$ cat src/rtl/gss_pkg.sv
package gss_pkg;

    localparam int MASTER_HZ = 20_000_000;
    localparam int US_TICKS  = MASTER_HZ / 1_000_000;

    typedef enum logic [1:0] {
        SQ_IDLE,
        SQ_RUN,
        SQ_HOLD,
        SQ_WAIT_EXT
    } seq_state_e;

    typedef enum logic [1:0] {
        HT_OFF,
        HT_SETTLE,
        HT_GAP
    } hold_phase_e;

    function automatic logic is_active(input seq_state_e s);
        return s != SQ_IDLE;
    endfunction

endpackage

$ cat src/rtl/gss_pacer.sv
module gss_pacer #(
    parameter int DIV_W   = 32,
    parameter int MIN_DIV = 80
) (
    input  logic             clk,
    input  logic             rst,
    input  logic             run,
    input  logic             restart,
    input  logic [DIV_W-1:0] divisor,
    output logic             tick
);
    localparam logic [DIV_W-1:0] FLOOR = DIV_W'(MIN_DIV);

    logic [DIV_W-1:0] div_eff;
    logic [DIV_W-1:0] cnt_q;

    assign div_eff = (divisor < FLOOR) ? FLOOR : divisor;
    assign tick    = run && (cnt_q == '0);

    always_ff @(posedge clk) begin
        if (rst || !run || restart) begin
            cnt_q <= '0;
        end else if (cnt_q == '0) begin
            cnt_q <= div_eff - 1'b1;
        end else begin
            cnt_q <= cnt_q - 1'b1;
        end
    end
endmodule

$ cat src/rtl/gss_sweep.sv
module gss_sweep #(
    parameter int CH_W   = 5,
    parameter int LOOP_W = 16
) (
    input  logic              clk,
    input  logic              rst,
    input  logic              clear,
    input  logic              adv,
    input  logic [CH_W-1:0]   first_ch,
    input  logic [CH_W-1:0]   last_ch,
    input  logic [LOOP_W-1:0] loops,
    output logic [CH_W-1:0]   chan,
    output logic              group_end
);
    logic [CH_W-1:0]   ch_q;
    logic [LOOP_W-1:0] lp_q;
    logic [LOOP_W-1:0] lp_last;
    logic              at_last_ch;

    assign lp_last    = (loops == '0) ? '0 : loops - 1'b1;
    assign at_last_ch = (ch_q == last_ch);
    assign group_end  = at_last_ch && (lp_q == lp_last);
    assign chan       = ch_q;

    always_ff @(posedge clk) begin
        if (rst) begin
            ch_q <= '0;
            lp_q <= '0;
        end else if (clear) begin
            ch_q <= first_ch;
            lp_q <= '0;
        end else if (adv) begin
            if (at_last_ch) begin
                ch_q <= first_ch;
                lp_q <= (lp_q == lp_last) ? '0 : lp_q + 1'b1;
            end else begin
                ch_q <= ch_q + 1'b1;
            end
        end
    end
endmodule

$ cat src/rtl/gss_hold_timer.sv
module gss_hold_timer
    import gss_pkg::*;
#(
    parameter int SETTLE_W     = 16,
    parameter int GAP_W        = 19,
    parameter int TICKS_PER_US = 20
) (
    input  logic                clk,
    input  logic                rst,
    input  logic                abort,
    input  logic                load,
    input  logic                use_gap,
    input  logic [SETTLE_W-1:0] settle_cycles,
    input  logic [GAP_W-1:0]    interval_us,
    output logic                zero_len,
    output logic                expire
);
    localparam int PRE_W = (TICKS_PER_US > 1) ? $clog2(TICKS_PER_US) : 1;
    localparam logic [PRE_W-1:0] PRE_TOP = PRE_W'(TICKS_PER_US - 1);

    hold_phase_e         phase_q;
    logic [SETTLE_W-1:0] settle_q;
    logic [GAP_W-1:0]    us_q;
    logic [PRE_W-1:0]    pre_q;
    logic                gap_q;
    logic                gap_now;
    logic                gap_wanted;

    assign gap_now    = use_gap && (interval_us != '0);
    assign gap_wanted = gap_q && (interval_us != '0);
    assign zero_len   = (settle_cycles == '0) && !gap_now;
    assign expire     = ((phase_q == HT_SETTLE) && (settle_q == '0) && !gap_wanted)
                     || ((phase_q == HT_GAP) && (pre_q == '0) && (us_q == '0));

    always_ff @(posedge clk) begin
        if (rst || abort) begin
            phase_q  <= HT_OFF;
            settle_q <= '0;
            us_q     <= '0;
            pre_q    <= '0;
            gap_q    <= 1'b0;
        end else if (load) begin
            gap_q <= use_gap;
            if (settle_cycles != '0) begin
                phase_q  <= HT_SETTLE;
                settle_q <= settle_cycles - 1'b1;
            end else if (gap_now) begin
                phase_q <= HT_GAP;
                us_q    <= interval_us - 1'b1;
                pre_q   <= PRE_TOP;
            end else begin
                phase_q <= HT_OFF;
            end
        end else begin
            case (phase_q)
                HT_SETTLE: begin
                    if (settle_q != '0) begin
                        settle_q <= settle_q - 1'b1;
                    end else if (gap_wanted) begin
                        phase_q <= HT_GAP;
                        us_q    <= interval_us - 1'b1;
                        pre_q   <= PRE_TOP;
                    end else begin
                        phase_q <= HT_OFF;
                    end
                end
                HT_GAP: begin
                    if (pre_q != '0) begin
                        pre_q <= pre_q - 1'b1;
                    end else if (us_q != '0) begin
                        us_q  <= us_q - 1'b1;
                        pre_q <= PRE_TOP;
                    end else begin
                        phase_q <= HT_OFF;
                    end
                end
                default: phase_q <= HT_OFF;
            endcase
        end
    end
endmodule

$ cat src/rtl/grp_sample_seq.sv
module grp_sample_seq
    import gss_pkg::*;
#(
    parameter int DIV_W        = 32,
    parameter int CH_W         = 5,
    parameter int LOOP_W       = 16,
    parameter int SETTLE_W     = 16,
    parameter int GAP_W        = 19,
    parameter int MIN_DIV      = 80,
    parameter int TICKS_PER_US = gss_pkg::US_TICKS,
    parameter int SYNC_STAGES  = 2
) (
    input  logic                clk,
    input  logic                rst,
    input  logic                enable,
    input  logic                start,
    input  logic                grouped,
    input  logic                ext_launch,
    input  logic                ext_clk,
    input  logic [DIV_W-1:0]    divisor,
    input  logic [CH_W-1:0]     first_ch,
    input  logic [CH_W-1:0]     last_ch,
    input  logic [LOOP_W-1:0]   loops,
    input  logic [SETTLE_W-1:0] settle_cycles,
    input  logic [GAP_W-1:0]    interval_us,
    output logic                cnv_strobe,
    output logic [CH_W-1:0]     chan,
    output logic                busy
);
    seq_state_e state_q, state_d;

    logic [SYNC_STAGES-1:0] sync_q;
    logic                   ext_prev_q;
    logic                   ext_rise;
    logic                   tick;
    logic                   group_end;
    logic                   ext_mode;
    logic                   last_of_group;
    logic                   restart;
    logic                   load_hold;
    logic                   zero_len;
    logic                   expire;

    // external clock synchronizer, depth chosen by parameter
    generate
        if (SYNC_STAGES == 1) begin : g_sync1
            always_ff @(posedge clk) begin
                if (rst) sync_q <= '0;
                else     sync_q <= ext_clk;
            end
        end else begin : g_syncn
            always_ff @(posedge clk) begin
                if (rst) sync_q <= '0;
                else     sync_q <= {sync_q[SYNC_STAGES-2:0], ext_clk};
            end
        end
    endgenerate

    always_ff @(posedge clk) begin
        if (rst) ext_prev_q <= 1'b0;
        else     ext_prev_q <= sync_q[SYNC_STAGES-1];
    end

    assign ext_rise      = sync_q[SYNC_STAGES-1] && !ext_prev_q;
    assign ext_mode      = grouped && ext_launch;
    assign cnv_strobe    = enable && (state_q == SQ_RUN) && tick;
    assign last_of_group = cnv_strobe && grouped && group_end;
    assign busy          = is_active(state_q);

    gss_pacer #(
        .DIV_W   (DIV_W),
        .MIN_DIV (MIN_DIV)
    ) u_pacer (
        .clk     (clk),
        .rst     (rst),
        .run     (state_q == SQ_RUN),
        .restart (restart),
        .divisor (divisor),
        .tick    (tick)
    );

    gss_sweep #(
        .CH_W   (CH_W),
        .LOOP_W (LOOP_W)
    ) u_sweep (
        .clk       (clk),
        .rst       (rst),
        .clear     (!enable || (state_q == SQ_IDLE)),
        .adv       (cnv_strobe),
        .first_ch  (first_ch),
        .last_ch   (last_ch),
        .loops     (loops),
        .chan      (chan),
        .group_end (group_end)
    );

    gss_hold_timer #(
        .SETTLE_W     (SETTLE_W),
        .GAP_W        (GAP_W),
        .TICKS_PER_US (TICKS_PER_US)
    ) u_hold (
        .clk           (clk),
        .rst           (rst),
        .abort         (!enable),
        .load          (load_hold),
        .use_gap       (!ext_mode),
        .settle_cycles (settle_cycles),
        .interval_us   (interval_us),
        .zero_len      (zero_len),
        .expire        (expire)
    );

    always_comb begin
        state_d   = state_q;
        restart   = 1'b0;
        load_hold = 1'b0;
        case (state_q)
            SQ_IDLE: begin
                if (enable && start) begin
                    state_d = ext_mode ? SQ_WAIT_EXT : SQ_RUN;
                end
            end
            SQ_RUN: begin
                if (last_of_group) begin
                    if (!zero_len) begin
                        load_hold = 1'b1;
                        state_d   = SQ_HOLD;
                    end else if (ext_mode) begin
                        state_d = SQ_WAIT_EXT;
                    end else begin
                        restart = 1'b1;
                    end
                end
            end
            SQ_HOLD: begin
                if (expire) begin
                    state_d = ext_mode ? SQ_WAIT_EXT : SQ_RUN;
                end
            end
            SQ_WAIT_EXT: begin
                if (ext_rise) begin
                    state_d = SQ_RUN;
                end
            end
            default: state_d = SQ_IDLE;
        endcase
        if (!enable) begin
            state_d = SQ_IDLE;
        end
    end

    always_ff @(posedge clk) begin
        if (rst) state_q <= SQ_IDLE;
        else     state_q <= state_d;
    end
endmodule

$ cat config.mk
export PLATFORM = sky130hd
export DESIGN_NAME = grp_sample_seq
export DESIGN_NICKNAME = d
export VERILOG_FILES = /design/src/rtl/gss_pkg.sv /design/src/rtl/gss_pacer.sv /design/src/rtl/gss_sweep.sv /design/src/rtl/gss_hold_timer.sv /design/src/rtl/grp_sample_seq.sv
export SDC_FILE = /design/constraint.sdc
export NUM_CORES = 1
export LEC_CHECK = 0
export ABC_AREA = 1
export BUFFER_PORTS_ARGS = -buffer_cell sky130_fd_sc_hd__buf_2
export CAP_MARGIN = 20
export CORE_MARGIN = 5
export CORE_UTILIZATION = 60
export CTS_CLUSTER_SIZE = 8
export DETAILED_ROUTE_END_ITERATION = 6
export MAX_ROUTING_LAYER = met4
export PLACE_DENSITY = 0.85
export SYNTH_ARGS = -nofsm -noshare
export SYNTH_HDL_FRONTEND = slang
export SYNTH_HIERARCHICAL = 1
export SYNTH_SLANG_ARGS = --single-unit
$ cat constraint.sdc
create_clock -name clk -period 3.7 [get_ports clk]
set_input_delay 0.37 -clock clk [delete_from_list [all_inputs] [get_ports clk]]
set_output_delay 0.37 -clock clk [all_outputs]
set_load 0.005 [all_outputs]
======== After elaboration in Yosys (flattened, before gate mapping) ========
Cells that the tools add are included.
word-level totals
  input port bits ......................... 100
  output and inout port bits .............. 7
  word-level logic and storage cells ...... 146
  register bits ........................... 101
cells by class
  reductions and logical operators ........ 52
  bitwise operators ....................... 1
  magnitude comparators ................... 1
  add/subtract/negate cells ............... 10
  mux-type cells .......................... 50
  eq/ne operators ......................... 21
operator list
  kind                                                  count
  2-to-1 mux 19 bit                                     7
  2-to-1 mux 16 bit                                     6
  2-to-1 mux 32 bit                                     2
  subtractor 32 x 1 -> 32 bit (second input constant)   2
  2-to-1 mux 5 bit                                      10
  logical NOT 16 bit                                    3
  subtractor 16 x 1 -> 16 bit (second input constant)   3
  one-hot mux 19 bit (2 select lines)                   1
  nonzero test 19 bit                                   2
  subtractor 19 x 1 -> 19 bit (second input constant)   2
  logical NOT 32 bit                                    1
  < comparator 32 x 7 -> 1 bit (second input constant)  1
  nonzero test 16 bit                                   2
  2-to-1 mux 2 bit                                      14
  logical NOT 19 bit                                    1
  adder 16 x 1 -> 16 bit (second input constant)        1
  == test 16 bit                                        1
  logical AND 1 bit                                     16
  != test 3 bit (second input constant)                 5
  one-hot mux 5 bit (2 select lines)                    1
  != test 2 bit (second input constant)                 4
  one-hot mux 2 bit (4 select lines)                    1
  nonzero test 2 bit                                    4
  2-to-1 mux 1 bit                                      7
  other kinds (22)                                      38

======== Logic depth before layout (Yosys ltp) ========
  word-level depth ........................ 10
  depth in mapped cells ................... 32
  gate-level depth less buffers ........... 29

======== Hierarchy ========
Netlist, hierarchy kept.
modules (own cells, without submodules)
  module          sequential area each (um2)  area an instance (um2)  times used  cells each
  gss_hold_timer  860.8                       3739.8                  1           658
  gss_pacer       640.6                       2371.0                  1           419
  gss_sweep       420.4                       1953.1                  1           329
  grp_sample_seq  100.1                       271.5                   1           43

======== Worst setup path after synthesis ========
Ideal clock, no wire load.
  kind .................................... input port to flip-flop
  start point ............................. in loops[0]
  end point ............................... reg u_hold.settle_q[14]
  path buffers ............................ 3
  cell stages on the path ................. 27
  arrival ................................. 3.218 ns
  setup slack ............................. 0.365 ns
  setup time .............................. 0.116 ns
  data required time ...................... 3.584 ns
  cells stage by stage .................... inv_1 ha_1 nand2_2 nor2_1 nand2_2 buf_6 buf_6 nand3_2 xor2_1 nand2_1 nor2_2 nand2_1 nor2_1 nand3_2 nor2_2 buf_6 inv_4 nand2_1 and2_1 ha_1 inv_1 nor2_1 nand3_1 nand2_1 nand3_1 o211ai_1 inv_1
between the ends
  cells in the longest elaborated chain, start to end .. 9
  elaborated cells between the ends (all ways) .. 13
  those cells by class .................... add/sub (1); eq/ne (2); mux (4); reduce/logical (6)
ends and longest elaborated chain
  what                                                                           RTL line               RTL
  start: declaration                                                             grp_sample_seq.sv:23   input logic [LOOP_W-1:0] loops,
  subtractor 16 x 1 -> 16 bit / logical NOT 16 bit (equally long branches)       gss_sweep.sv:20        assign lp_last = (loops == '0) ? '0 : loops - 1'b1;
  2-to-1 mux 16 bit *                                                            gss_sweep.sv:20
  == test 16 bit *                                                               gss_sweep.sv:22        assign group_end = at_last_ch && (lp_q == lp_last);
  logical AND 1 bit *                                                            gss_sweep.sv:22
  net group_end                                                                  grp_sample_seq.sv:36   logic group_end;
  logical AND 1 bit *                                                            grp_sample_seq.sv:67   assign last_of_group = cnv_strobe && grouped && group_end;
  2-to-1 mux 1 bit *                                                             grp_sample_seq.sv:124  if (last_of_group) begin
  2-to-1 mux 1 bit *                                                             grp_sample_seq.sv:117  case (state_q)
  net load_hold                                                                  grp_sample_seq.sv:40   logic load_hold;
  != test 2 x 1 -> 1 bit (no line) / nonzero test 2 bit (equally long branches)  --
  AND reduction 3 bit (no line)                                                  --
  end signal: assignment                                                         gss_hold_timer.sv:46   settle_q <= settle_cycles - 1'b1;
  end signal: assignment                                                         gss_hold_timer.sv:58   settle_q <= settle_q - 1'b1;
  end: declaration                                                               gss_hold_timer.sv:22   logic [SETTLE_W-1:0] settle_q;
Mark *: on every way through the listed nets, which the timed path passes. The rest lies on a longest branch.
A chain may end at the register's enable or synchronous reset.

======== Worst setup path in the final report ========
  start point ............................. in loops[0]
  end point ............................... reg u_hold.settle_q[8]
The elaborated chain is that of the path after synthesis.

==> impl_metrics.json <==
{
  "status": "complete, no violations",
  "grtUsageMet3_pct": 4.04,
  "via_per_inst": 5.36,
  "grt_usage_pct": 28.0,
  "cts_max_path_buffers": 2,
  "nFillCells": 1320,
  "htree_levels": 3,
  "worstSkewPairLatency_ns": 0.35,
  "die_y_um": 128,
  "yosysSeqAreaShare_pct": 24.3,
  "critPathRequiredTime_ns": 3.93,
  "vias": 9329,
  "setup.worst_path.start": "loops[0]",
  "fmax_mhz": 304,
  "worstRegToRegCells": 18,
  "core_area_mm2": 0.0138,
  "dieWidth_um": 128,
  "syn_area_mm2": 0.00834,
  "grt_max_degree": 30,
  "first_pass_iters": 7,
  "cts-root-buf": "clkbuf_16",
  "start_kind": "input port",
  "grt_pass1_wl_mm": 37.9,
  "hold_path_depth": 3,
  "diodes": 0,
  "yosysWarnings": 6,
  "maxCapViolCount": 0,
  "die-area_mm2": 0.0163,
  "port_buffers": 106,
  "final-hold-violation-count": 0,
  "post_cts_buffers": 0,
  "grt.overflow.total": 0,
  "leakagePower_uw": 0.00477,
  "p_total_uw": 2960,
  "ff2ff_setup_slack_ns": 0.62,
  "ios": 107,
  "fin_nets": 1666,
  "finClkSkew_ns": 0.00534,
  "synth_nets": 1557,
  "ys_seq_elements": 101,
  "path_max_fanout": 14,
  "slew-limit-headroom_pct": 53.6,
  "drt_first_iter_violations": 736,
  "tritoncts": "done",
  "clkTransAtPathRegs_ns": 0.06,
  "synth_edf_count": 0,
  "row_count": 43,
  "wl_per_cell_um": 12.6,
  "crit_arrival_ns": 3.52,
  "area_growth_pct": 12.1,
  "synth_top_cell_by_area": "dfxtp_1",
  "synthFlopType": "dfxtp_1",
  "end_kind": "register",
  "cts_buffers": 9,
  "drive_above_1_share_pct": 15.3,
  "synth_area_leaders": "dfxtp_1, nand2_1, nor2_1",
  "synthCells": 1449,
  "fin_crit_sh_pct": 88.9,
  "rsz0062_at_grt": "false",
  "drc_errors": 0,
  "fin_util_pct": 67.9,
  "grt_pass1_vias": 8722,
  "reg2reg_to": "u_hold/settle_q[8]",
  "hold_end": "sync_q[0]",
  "async_flop_share_pct": 0,
  "min_from": "ext_clk",
  "slew_viol_final": 0,
  "cts.sinks": 101,
  "syn_avg_cell_area_um2": 5.75,
  "routed_wl_mm": 22.0,
  "r2r_start": "u_pacer/cnt_q[23]",
  "critical_path_class": "in -> reg",
  "synth_top_area_share_pct": 24.3,
  "place.gp.congestion": 0.968,
  "powerDensity_mw_per_mm2": 317,
  "grt.busiest_layer": "met2",
  "met1_usage_pct": 35.1,
  "synth_cell_types": 43,
  "grt_antenna_before_repair": 0,
  "dp_hpwl_mm": 17.1,
  "ant_nets": 0,
  "worstMarginPinSlew_ns": 0.696,
  "fin_crit_ns": 3.29,
  "setup_violations": 0,
  "vdd_drop_max_uv": 340,
  "use_met2_pct": 46.5,
  "initial_utilization_pct": 60.5,
  "hold_class": "in -> reg"
}
-- where the power goes --
| part | switching (µW) | internal (µW) |
|---|---|---|
| clock | 410 | 576 |
| combinational | 582 | 278 |
| sequential | 13.2 | 1100 |
| total | 1010 | 1950 |
-- worst max-delay path, stage by stage --
cell and delay [ns]:
buf_2 0.09, inv_1 0.06, ha_1 0.19, buf_4 0.14, nand3_1 0.13, o21ai_0 0.28
nand4_1 0.12, nand2_1 0.08, nand2_1 0.06, nor3_2 0.17, nand2_1 0.09, nor2_1 0.15
nand3_2 0.13, nor2_4 0.20, buf_4 0.24, nand2_1 0.07, and2_1 0.19, ha_2 0.21
nand2_1 0.11, nor2_2 0.07, nand3_1 0.09, xor2_1 0.18, a21oi_1 0.08
-- state kept, by name, indices dropped and copies added (netlist names), 5 cells and up --
register / cells
u_hold/pre_q: 5
u_hold/settle_q: 16
u_hold/us_q: 19
u_pacer/cnt_q: 32
u_sweep/chan: 5
u_sweep/lp_q: 16
-- layout by cell type, fill, tap and decap left out, drive strengths merged, types with 2 or more instances in the layout --
cell    instances
nor3           19
a31oi           3
xnor2           9
o21a            5
nor4            2
o211ai          5
xor2           26
clkinv          4
o21ai          52
nor2          321
o21bai          8
mux2i           2
and2            4
or2             5
a21o            3
ha              8
nand4          28
nand2         460
clkbuf         12
a21oi          57
dfxtp         101
buf           125
nand3         121
nand3b          9
inv           169
-- kinds of logic after synthesis --
group | synth area share, %
simple gates | 51.6
buf+inv | 10.3
compound gates | 8.77
flops | 24.3
xor+xnor | 3.68
fa+ha+maj | 1.20
mux | 0.240
-- how the worst max path moves through the flow --
stage                          endpoint  slack (ns)  cells after the start
global route         u_hold/settle_q[8]       0.004                     27
global placement    u_hold/settle_q[15]        0.08                     27
floorplan           u_hold/settle_q[14]        0.37                     27
finish               u_hold/settle_q[8]        0.41                     23
detailed placement  u_hold/settle_q[14]       -0.04                     25
CTS                  u_hold/settle_q[8]        0.32                     23
-- per-layer routing --
metal | vias to the layer above | share of wire (%) | wire, µm
li1 | 4774 | - | -
met1 | 4161 | 43 | 9540
met2 | 351 | 47 | 10400
met3 | 43 | 7.5 | 1660
met4 | 0 | 1.8 | 399
met5 | - | 0 | 0
-- per-stage QoR --
| stage | instances | setup WS (ns) | instance area [µm²] | hold WS [ns] | setup TNS (ns) |
|---|---|---|---|---|---|
| 6_report | 1742 | 0.410 | 9350 | 0.241 | 0 |
| 5_1_grt | 1742 | 0.00433 | 9350 | 0.245 | 0 |
| 4_1_cts | 1742 | 0.319 | 9340 | 0.239 | 0 |
| 3_5_place_dp | 1727 | -0.0353 | 9030 | 0.400 | -0.0612 |
| 3_3_place_gp | 1727 | 0.0793 | 9030 | 0.396 | 0 |
| 2_1_floorplan | 1449 | 0.365 | 8340 | 0.388 | 0 |
-- final cells by class --
| cell class | instances | area, µm² | share of cell area (%) |
|---|---|---|---|
| Sequential cell | 101 | 2020 | 21.6 |
| Multi-Input combinational cell | 1150 | 5470 | 58.5 |
| Tap cell | 180 | 225 | 2.41 |
| Clock buffer | 12 | 267 | 2.85 |
| Timing Repair Buffer | 125 | 673 | 7.20 |
| Inverter | 171 | 644 | 6.89 |
| Clock inverter | 3 | 43.8 | 0.468 |
-- cell usage after synthesis, drive strengths merged, types with 5 or more instances --
master,count
a21oi,57
buf,23
dfxtp,101
ha,8
inv,169
nand2,460
nand3,121
nand3b,9
nand4,28
nor2,321
nor3,19
o211ai,5
o21a,5
o21ai,52
o21bai,8
or2,5
xnor2,9
xor2,26
-- what timing repair did --
| item | CTS | global route |
|---|---|---|
| setup endpoints to repair | 0 | 8 |
| hold buffers | 0 | 0 |
| endpoints found under the hold margin | 0 | 0 |
| resized for setup | 0 | 3 |
No activity file was read; power rests on OpenSTA's default activity.
